[src/rtl/slow_exit_pkg.sv]
package slow_exit_pkg;
  typedef enum logic [1:0] {
    ST_IDLE      = 2'd0,
    ST_SLOW_WAIT = 2'd1,
    ST_RAMP      = 2'd2,
    ST_DONE      = 2'd3
  } exit_st_e;

  typedef struct packed {
    logic stop_n;
    logic vsel;
    logic ramp;
  } vr_ctl_t;

  function automatic vr_ctl_t vr_decode(exit_st_e st);
    case (st)
      ST_SLOW_WAIT: return '{stop_n: 1'b1, vsel: 1'b1, ramp: 1'b0};
      ST_RAMP:      return '{stop_n: 1'b1, vsel: 1'b0, ramp: 1'b1};
      ST_DONE:      return '{stop_n: 1'b1, vsel: 1'b0, ramp: 1'b0};
      default:      return '{stop_n: 1'b0, vsel: 1'b1, ramp: 1'b0};
    endcase
  endfunction
endpackage

[src/rtl/sx_break_class.sv]
module sx_break_class #(
  parameter int N_IRQ  = 24,
  parameter int SLOW_A = 0,
  parameter int SLOW_B = 8
) (
  input  logic             en_i,
  input  logic [N_IRQ-1:0] irq_i,
  input  logic             fast_brk_i,
  output logic             slow_o,
  output logic             fast_o
);
  logic [N_IRQ-1:0] slow_hit, fast_hit;

  for (genvar i = 0; i < N_IRQ; i++) begin : g_line
    localparam bit IS_SLOW = (i == SLOW_A) || (i == SLOW_B);
    if (IS_SLOW) begin : g_slow
      assign slow_hit[i] = irq_i[i] & en_i;
      assign fast_hit[i] = irq_i[i] & ~en_i;
    end else begin : g_fast
      assign slow_hit[i] = 1'b0;
      assign fast_hit[i] = irq_i[i];
    end
  end

  assign slow_o = |slow_hit;
  assign fast_o = fast_brk_i | (|fast_hit);
endmodule

[src/rtl/sx_delay_cnt.sv]
module sx_delay_cnt #(
  parameter int W = 8
) (
  input  logic         clk_i,
  input  logic         rst_ni,
  input  logic         load_i,
  input  logic [W-1:0] val_i,
  input  logic         dec_i,
  output logic         zero_o
);
  logic [W-1:0] cnt_q;

  always_ff @(posedge clk_i or negedge rst_ni) begin
    if (!rst_ni)     cnt_q <= '0;
    else if (load_i) cnt_q <= val_i;
    else if (dec_i)  cnt_q <= cnt_q - 1'b1;
  end

  assign zero_o = (cnt_q == '0);
endmodule

[src/rtl/slow_exit_ctrl.sv]
module slow_exit_ctrl
  import slow_exit_pkg::*;
#(
  parameter int N_IRQ  = 24,
  parameter int SLOW_A = 0,
  parameter int SLOW_B = 8,
  parameter int DLY_W  = 8
) (
  input  logic             clk_i,
  input  logic             rst_ni,
  input  logic             slow_en_i,
  input  logic             deep_i,
  input  logic [N_IRQ-1:0] irq_i,
  input  logic             fast_brk_i,
  input  logic [DLY_W-1:0] slow_dly_i,
  output logic             deep_stop_no,
  output logic             sleep_vsel_o,
  output logic             ramp_start_o
);
  exit_st_e st_q, st_d;
  logic     brk_slow, brk_fast;
  logic     cnt_load, cnt_dec, cnt_zero;
  vr_ctl_t  ctl;

  sx_break_class #(
    .N_IRQ (N_IRQ),
    .SLOW_A(SLOW_A),
    .SLOW_B(SLOW_B)
  ) u_class (
    .en_i      (slow_en_i),
    .irq_i     (irq_i),
    .fast_brk_i(fast_brk_i),
    .slow_o    (brk_slow),
    .fast_o    (brk_fast)
  );

  sx_delay_cnt #(.W(DLY_W)) u_dly (
    .clk_i (clk_i),
    .rst_ni(rst_ni),
    .load_i(cnt_load),
    .val_i (slow_dly_i),
    .dec_i (cnt_dec),
    .zero_o(cnt_zero)
  );

  always_comb begin
    st_d     = st_q;
    cnt_load = 1'b0;
    cnt_dec  = 1'b0;
    if (!deep_i) begin
      st_d = ST_IDLE;
    end else begin
      case (st_q)
        ST_IDLE: begin
          // fast wins over slow
          if (brk_fast) st_d = ST_RAMP;
          else if (brk_slow) begin
            st_d     = ST_SLOW_WAIT;
            cnt_load = 1'b1;
          end
        end
        ST_SLOW_WAIT: begin
          if (brk_fast || cnt_zero) st_d = ST_RAMP;
          else cnt_dec = 1'b1;
        end
        ST_RAMP: st_d = ST_DONE;
        default: st_d = ST_DONE;
      endcase
    end
  end

  always_ff @(posedge clk_i or negedge rst_ni) begin
    if (!rst_ni) st_q <= ST_IDLE;
    else         st_q <= st_d;
  end

  assign ctl          = vr_decode(st_q);
  assign deep_stop_no = ctl.stop_n;
  assign sleep_vsel_o = ctl.vsel;
  assign ramp_start_o = ctl.ramp;
endmodule

[config.mk]
export PLATFORM = sky130hd
export DESIGN_NAME = slow_exit_ctrl
export DESIGN_NICKNAME = d
export VERILOG_FILES = /design/src/rtl/slow_exit_pkg.sv /design/src/rtl/sx_break_class.sv /design/src/rtl/sx_delay_cnt.sv /design/src/rtl/slow_exit_ctrl.sv
export SDC_FILE = /design/constraint.sdc
export NUM_CORES = 1
export LEC_CHECK = 0
export BUFFER_PORTS_ARGS = -buffer_cell sky130_fd_sc_hd__buf_2
export CORE_UTILIZATION = 48
export DETAILED_ROUTE_END_ITERATION = 12
export PLACE_DENSITY_LB_ADDON = 0.25
export SYNTH_ARGS = -nofsm -noshare
export SYNTH_HDL_FRONTEND = slang
export SYNTH_SLANG_ARGS = --single-unit
[constraint.sdc]
create_clock -name clk_i -period 3 [get_ports clk_i]
set_input_delay 0.45 -clock clk_i [delete_from_list [all_inputs] [get_ports clk_i]]
set_output_delay 0.45 -clock clk_i [all_outputs]
set_load 0.05 [all_outputs]
; ---- Yosys cells after proc, flatten, opt, wreduce, memory -nomap -nowiden
; Index checks and enable logic that the tools add are counted.
[totals]
reg_bits = 10
input_bits = 37
out_inout_bits = 3
[classes]
n_eq_ne = 5
n_reduce_logical = 7
mux = 15
bitwise = 6
add_sub_neg = 1
[op_table]
columns = op, count
row1 = $reduce_or 24->1, 1
row2 = $mux 8, 2
row3 = $pmux 3 s3, 1
row4 = $logic_not 8->1, 1
row5 = $mux 2, 4
row6 = $sub 8x1->8 const B, 1
row7 = $mux 1, 7
row8 = $and 1x1->1, 4
row9 = $eq 2x2->1 const B, 2
row10 = $ne 4x4->1 const B, 1
row11 = $pmux 2 s2, 1
row12 = $ne 3x3->1 const B, 1
row13 = $eq 2x1->1 const B, 1
row14 = $logic_not 2->1, 1
row15 = $reduce_and 2->1, 1
row16 = $reduce_bool 2->1, 1
row17 = $reduce_or 2->1, 1
row18 = $logic_or 1x1->1, 1
row19 = $not 1->1, 1
row20 = $or 1x1->1, 1

; ---- Logic depth before layout (Yosys ltp)
; Gate-level depths: netlist of run 1.
[depth]
depth_word = 10
mapped_depth = 7
mapped_depth_nobuf = 6

; ---- By module
; From an unflattened synthesis of run 1, not the netlist that was laid out.
[unflattened]
cells_unflattened = 75
area_unflattened_um2 = 660.6
[by_module_without_submodules]
columns = mod, area_each_um2, instances, cells_per_inst, seq_area_each_um2
row1 = sx_delay_cnt, 474.2, 1, 50, 200.2
row2 = slow_exit_ctrl, 122.6, 1, 15, 50.0
row3 = sx_break_class, 63.8, 1, 10, 0.0

; ---- Least setup slack after synthesis of run 1
; OpenSTA, ideal clock, no wires.
[synth_path]
kind = register to output
start = register st_q[1]
end = output ramp_start_o
n_path_buf = 0
arrival_ns = 1.317
required_ns = 2.550
setup_slack_ns = 1.233
path_stages_with_launch = 3
cell_sequence = dfrtp_1 -> inv_1 -> nor2_1
[synth_via]
elab_chain_len = 2
[synth_rtl]
columns = element, line
row1 = start: declaration, slow_exit_ctrl.sv:20  ; exit_st_e st_q, st_d;
row2 = start signal: assignment, slow_exit_ctrl.sv:74  ; else st_q <= st_d;
row3 = $eq 2x2->1 or $eq 2x1->1 (tied branches), slow_exit_pkg.sv:16  ; case (st)
row4 = $pmux 3 s3 *, slow_exit_pkg.sv:16
row5 = end: declaration, slow_exit_ctrl.sv:18  ; output logic ramp_start_o
; Mark *: on every way between the ends. The rest lies on a longest branch, timed or not.

; ---- Worst setup path after layout of run 1
[layout_path]
start = register u_dly.cnt_q[0]
end = register u_dly.cnt_q[5]
[layout_via]
elab_chain_len = 6
[layout_rtl]
columns = element, line
row1 = start: declaration, sx_delay_cnt.sv:11  ; logic [W-1:0] cnt_q;
row2 = start signal: assignment, sx_delay_cnt.sv:15  ; else if (load_i) cnt_q <= val_i;
row3 = start signal: assignment, sx_delay_cnt.sv:16  ; else if (dec_i) cnt_q <= cnt_q - 1'b1;
row4 = "parallel branches: the longest is 6 deep, another holds $sub 8x1->8", -
; Several ways; the timed one is not identified. The select of a mux whose other input is x is not followed.
; A chain may end at the register's enable or synchronous reset.

==> impl_results.md, run 1 <==
* Non-Filler Instances at 139
* Post-DP HPWL at 1.655 mm
* Layout cells sized above 1 at 0.4634
* Adder-Cell Fraction of Synth Area at 0.03021
* EDFF count, synth at 0
* Synthesized cell area at approximately 830 um^2
* Total number of vias at 859
* Mux cell area share after synthesis at 0
* Crit path required time at 3130 ps
* Number of synthesized register bits at 10
* Number of diodes at 0
* Die width at 43.54 um
* DRC viols at 0
* CTS tree: yes
* Synthesized net count at between 100 and 150
* CTS Buffer Depth at 2
* Insertion delay to the later sink of the worst-skew pair at ~270 ps
* TritonRoute pass-1 iters at 4
* Final min period at slightly below 2000 ps
* CTS Hold Bufs at 0
* Top post-synthesis cells by area: dfrtp_1 30%, nor4_2 6.0%, a2bb2oi_1 5.3%
* Reg2reg start: u_dly.cnt_q[0]$_DFFE_PN0P_
* CP endpoint: u_dly.cnt_q[5]$_DFFE_PN0P_
* Clock Skews at 0.9520 ps
* Yosys top cell by area: dfrtp_1
* Post-Layout Inst Area at 1046 um^2
* Warnings, synthesis at 0
* Setup TNS at 0 ps
* Synth Area in Compound Gates at 0.3640
* Largest net degree at the start of global routing at 11
* Max Cap Viol at 0
* Initial Util at 0.5313
* Vias in the first global route at 843
* Setup CP Type: reg -> reg
* PortBufs at 39
* Multi-input gate area at around 530 um^2
* RSZ-0062 raised after global routing: no
* Crit Path Max Fanout at 7
* Nets@finish at 164
* Crit path launch: u_dly.cnt_q[0]$_DFFE_PN0P_
* Final worst-path cycle share at 0.6477
* Setup Viol. Count Final at 0
* Initial antenna violation count at 0
* CP Launch Type: flip-flop
* Reg-to-reg endpoint: u_dly.cnt_q[5]$_DFFE_PN0P_
* WP data arrival at 2070 ps
* Resize count post-CTS at 0
* Slew margin rel. at 0.6350
* Routed len/inst at 14.82 um
* Fmax at 514.7 MHz
* Most frequent cell after synthesis: dfrtp_1
* Cell Pwr Density at roughly 270 nW/um^2
* XOR/XNOR Fraction of Synth Area at 0
* Worst-margin pin slew at ~540 ps
* Worst slack, placed at 1100 ps
* Outcome: complete, no violations
* Reg area at 250.2 um^2
* Synth-to-layout area growth at 26.28%
* Reg2Reg Depth at 6
* Site Rows at 14
* First-pass GRT wire length at approximately 3.6 mm
* Initial DRC count at 34
* CTS root buf: clkbuf_4
* # clock sinks at 10
* Syn avg cell area at roughly 9.9 um^2
* Top cells by count, synth: 10 x dfrtp_1, 7 x inv_1, 5 x a2bb2oi_1, 5 x o21ai_0
* Setup Buffers After CTS at 0
* DR vias/cell at 6.180
* Antenna viol nets, final at 0
* Synth top area share at 0.3021
* Yosys cell types at 39
* Cell count after placement at around 140
* Final-report hold violation count at 0
* Clock transition at the registers of the reported paths at 60 ps
* Post-synthesis sequential area ratio at 0.3021
* Final Max Tran Viols at 0
* DIE AREA at 1896 um^2
* FFs w/ async S/R, synth at 1.000
* Total GRT Usage at 0.2537
* Power Total at 286.3 uW
* Setup crit end kind: flip-flop
* Total wire length at 2.060 mm
* H-tree depth at 1
* Inserted Clock Buffers at 3
* Post-synthesis simple-gate area fraction at 0.2477
* Cell leakage power at 0.4791 nW
* Core box area at 1559 um^2
* Ports at 40
* Overflow after GRT at 0
* Routability cong. at just over 0.9
* Placed cell area at 1023 um^2
* Class of the worst hold path: in -> async
* Largest family of logic cells by synthesized area: compound AO/OA/AOI/OAI gates
* # fillers at between 100 and 150
* Peak supply drop at 0.0002095 V
* Die span in y at 43.54 um
* Slack of the worst reg-to-reg path at 1060 ps
* Final worst setup slack at between 1000 and 1500 ps
* Cells after synthesis at 84
* Synth Flop Type: dfrtp_1
worst max-delay path, stage by stage (launching register included):
cell	delay [ps]
dfrtp_1	420
inv_1	130
ha_1	170
or3b_1	520
o21ai_4	270
a21boi_0	200
o32ai_1	90
logic make-up (layout without fill, tap and decap cells):
logic type	after synthesis	after routing
simple gates	26	26
flops	10	10
fa+ha+maj	2	2
compound gates	36	36
buf+inv	10	49
final cells by class:
type,instances,area share
Sequential cell,10,0.2392
Timing Repair Buffer,39,0.1866
Tap cell,16,0.01914
Clock buffer,3,0.02153
Inverter,7,0.02512
Multi-Input combinational cell,64,0.5084
where the power goes:
| group | switching (mW) | total, mW | internal, mW |
|---|---|---|---|
| sequential | 0.00168 | 0.138 | 0.136 |
| combinational | 0.0299 | 0.0548 | 0.0250 |
| clock | 0.0470 | 0.0935 | 0.0465 |
| total | 0.0785 | 0.286 | 0.208 |
cell usage in the layout (no fill, tap or decap), drive strengths merged, types with 3 or more instances in the layout:
master / instances
buf: 39
dfrtp: 10
inv: 7
o21ai: 6
a2bb2oi: 5
nor4: 5
a211oi: 5
nor2: 4
nor3: 4
o211ai: 4
o22ai: 4
a21boi: 3
clkbuf: 3
sequential cells by signal, summed over array words and instances, names as in the netlist:
register     cells
st_q             2
u_dly.cnt_q      8
how the worst min path moves through the flow:
stage | from | end | slack, ps | depth (start not counted)
2_1_floorplan | rst_ni | st_q[0]$_DFFE_PN0P_ | 150 | 0
3_3_place_gp | rst_ni | u_dly.cnt_q[6]$_DFFE_PN0P_ | 330 | 1
3_5_place_dp | rst_ni | u_dly.cnt_q[6]$_DFFE_PN0P_ | 320 | 1
4_1_cts | rst_ni | u_dly.cnt_q[6]$_DFFE_PN0P_ | 30 | 1
5_1_grt | rst_ni | u_dly.cnt_q[6]$_DFFE_PN0P_ | 40 | 1
6_report | rst_ni | u_dly.cnt_q[6]$_DFFE_PN0P_ | 30 | 1
through the flow:
stage	hold slack, ps	util
2_1_floorplan	154.4	-
3_3_place_gp	328.3	0.6565
3_5_place_dp	319.7	0.6565
4_1_cts	30.34	0.6709
5_1_grt	39.09	0.6709
6_report	27.41	0.6709
routing by layer:
metal,global-route usage,vias to the layer above,part of all wire
met5,0,-,0
met4,0.1125,0,0.0097
met3,0.07500,4,0.065
met2,0.4000,37,0.50
met1,0.3202,397,0.43
li1,-,421,-
Power figures use the tool's default switching activity.
==> run 2, diff against run 1 <==
--- a/config.mk
+++ b/config.mk
@@ -6,7 +6,7 @@
 export NUM_CORES = 1
 export LEC_CHECK = 0
 export BUFFER_PORTS_ARGS = -buffer_cell sky130_fd_sc_hd__buf_2
-export CORE_UTILIZATION = 48
+export CORE_UTILIZATION = 45
 export DETAILED_ROUTE_END_ITERATION = 12
 export PLACE_DENSITY_LB_ADDON = 0.25
 export SYNTH_ARGS = -nofsm -noshare
==> constraint.sdc (replaced) <==
create_clock -name clk_i -period 1.9 [get_ports clk_i]
set_input_delay 0.285 -clock clk_i [delete_from_list [all_inputs] [get_ports clk_i]]
set_output_delay 0.285 -clock clk_i [all_outputs]
set_load 0.05 [all_outputs]
==> run 2 against run 1 <==
Net effect:
- utilization fell by 3.4 points
- largest cell class unchanged
- power increased by 58%
- first-iteration DRC count decreased by 47%
- global-route usage fell by 1.0 points
- sequential power up 58%
- critical path type unchanged
- sequential cell count is the same
- highest routed layer unchanged
- via count up 3.7%
==> impl_results.md, run 2 (synthesis results as in run 1) <==
* H-tree depth at 1
* Setup Buffers After CTS at 0
* Clock transition at the registers of the reported paths at 70 ps
* Core box area at 1727 um^2
* Total wire length at 2.183 mm
* Max Cap Viol at 0
* Power Total at about 450 uW
* Fmax at 549.8 MHz
* Total GRT Usage at 0.2433
* First-pass GRT wire length at 3.588 mm
* Routability cong. at 0.9062
* Crit path required time at 2030 ps
* Crit Path Max Fanout at 7
* Final-report hold violation count at 0
* Cell leakage power at 0.5031 nW
* Layout cells sized above 1 at 0.4844
* Initial antenna violation count at 0
* Worst-margin pin slew at ~430 ps
* Reg with most FFs: u_dly.cnt_q
* Total number of vias at 891
* Core Util, Final at 0.6370
* WP data arrival at 1950 ps
* Largest net degree at the start of global routing at 11
* CTS tree: yes
* Insertion delay to the later sink of the worst-skew pair at 260 ps
* Antenna viol nets, final at 0
* # fillers at 153
* Most common cell after layout, fill and taps aside: buf_2
* Die width at 44.90 um
* Routed len/inst at roughly 14 um
* Largest regs: u_dly.cnt_q x8, st_q x2
* Die span in y at 44.90 um
* Reg area at 250.2 um^2
* Slew margin rel. at 0.7132
* Setup TNS at 0 ps
* Clock Skews at 3.771 ps
* Setup Viol. Count Final at 0
* Setup CP Type: reg -> reg
* Class of the worst hold path: in -> reg
* DIE AREA at 2016 um^2
* Nets@finish at 169
* Non-Filler Instances at 153
* Setup crit end kind: flip-flop
* Vias in the first global route at 831
* CP Launch Type: flip-flop
* Post-DP HPWL at around 1.7 mm
* Cell count after placement at ~150
* DR vias/cell at 5.824
* Final worst-path cycle share at 0.9574
* Final min period at 1819 ps
* Overflow after GRT at 0
* Initial DRC count at 18
* Hold WS at 286.1 ps
* PortBufs at 39
* Initial Util at 0.4797
* Number of diodes at 0
* Inserted Clock Buffers at 3
* Outcome: complete, no violations
* DRC viols at 0
* Commonest non-fill, non-tap cells in the layout: 39 x buf_2, 10 x dfrtp_1, 7 x inv_1
* CTS root buf: clkbuf_4
* Cell Pwr Density at around 410 nW/um^2
* Ports at 40
* # clock sinks at 10
* Site Rows at 15
* RSZ-0062 raised after global routing: no
* Max reg flops at 8
* Peak supply drop at 0.0003528 V
* Final Max Tran Viols at 0
* CTS Buffer Depth at 2
* TritonRoute pass-1 iters at 4
* Multi-input gate area at roughly 530 um^2
* Synth-to-layout area growth at 32.78%
## run 2: changes by cell type in the layout (fill, tap and decap cells not counted), sizes merged
cell | before | now
dlygate4sd3 | 0 | 1
buf | 39 | 43
## run 2: final timing paths
path / slack, ps / to / depth (start not counted) / start
worst max-delay path: 80 / u_dly.cnt_q[2]$_DFFE_PN0P_ / 6 / u_dly.cnt_q[0]$_DFFE_PN0P_
worst min-delay path: 290 / st_q[0]$_DFFE_PN0P_ / 2 / deep_i
worst max register to register: 80 / u_dly.cnt_q[2]$_DFFE_PN0P_ / 6 / u_dly.cnt_q[0]$_DFFE_PN0P_
worst min register to register: 560 / st_q[0]$_DFFE_PN0P_ / 1 / st_q[1]$_DFFE_PN0P_
max in group asynchronous: 1270 / u_dly.cnt_q[1]$_DFFE_PN0P_ / 2 / rst_ni
min in group asynchronous: 420 / u_dly.cnt_q[6]$_DFFE_PN0P_ / 2 / rst_ni
## run 2: critical path, cell delays in order, from the launching register on
cell	delay (ps)
dfrtp_1	410
inv_1	140
ha_1	160
or3b_4	450
o21ai_0	280
a211oi_1	120
a2bb2oi_1	150
## run 2: layer usage
layer,part of all wire,GRT usage
met1,0.43,0.3109
met2,0.50,0.3765
met3,0.062,0.08400
met4,0.0064,0.09697
met5,0,0
## run 2: stage by stage
step           worst slack, ps  instance area (um^2)
6_report                 81.00                  1100
3_5_place_dp             15.08                  1065
5_1_grt                  8.524                  1100
2_1_floorplan            197.5                 828.3
3_3_place_gp             94.57                  1065
4_1_cts                  93.17                  1100
## run 2: where the power goes
group          switching, mW  leakage, nW  internal [mW]  total (mW)
registers            0.00312        0.110          0.215       0.218
clock network         0.0714       0.0138         0.0731       0.144
logic                 0.0487        0.379         0.0418      0.0905
total                  0.123        0.503          0.330       0.453
## run 2: area by class of cell
cell class | instances | area share
multi-input cells | 64 | 0.4858
well taps | 25 | 0.02844
clock buffers | 3 | 0.02048
repair buffers | 44 | 0.2139
inverters | 7 | 0.02389
flip-flops and latches | 10 | 0.2275
## run 2: what timing repair did
item / in CTS / in global routing
hold endpoints to repair: 10 / 0
hold buffers: 1 / 0
resized for setup: 1 / 1
endpoints found under the setup margin: 2 / 1
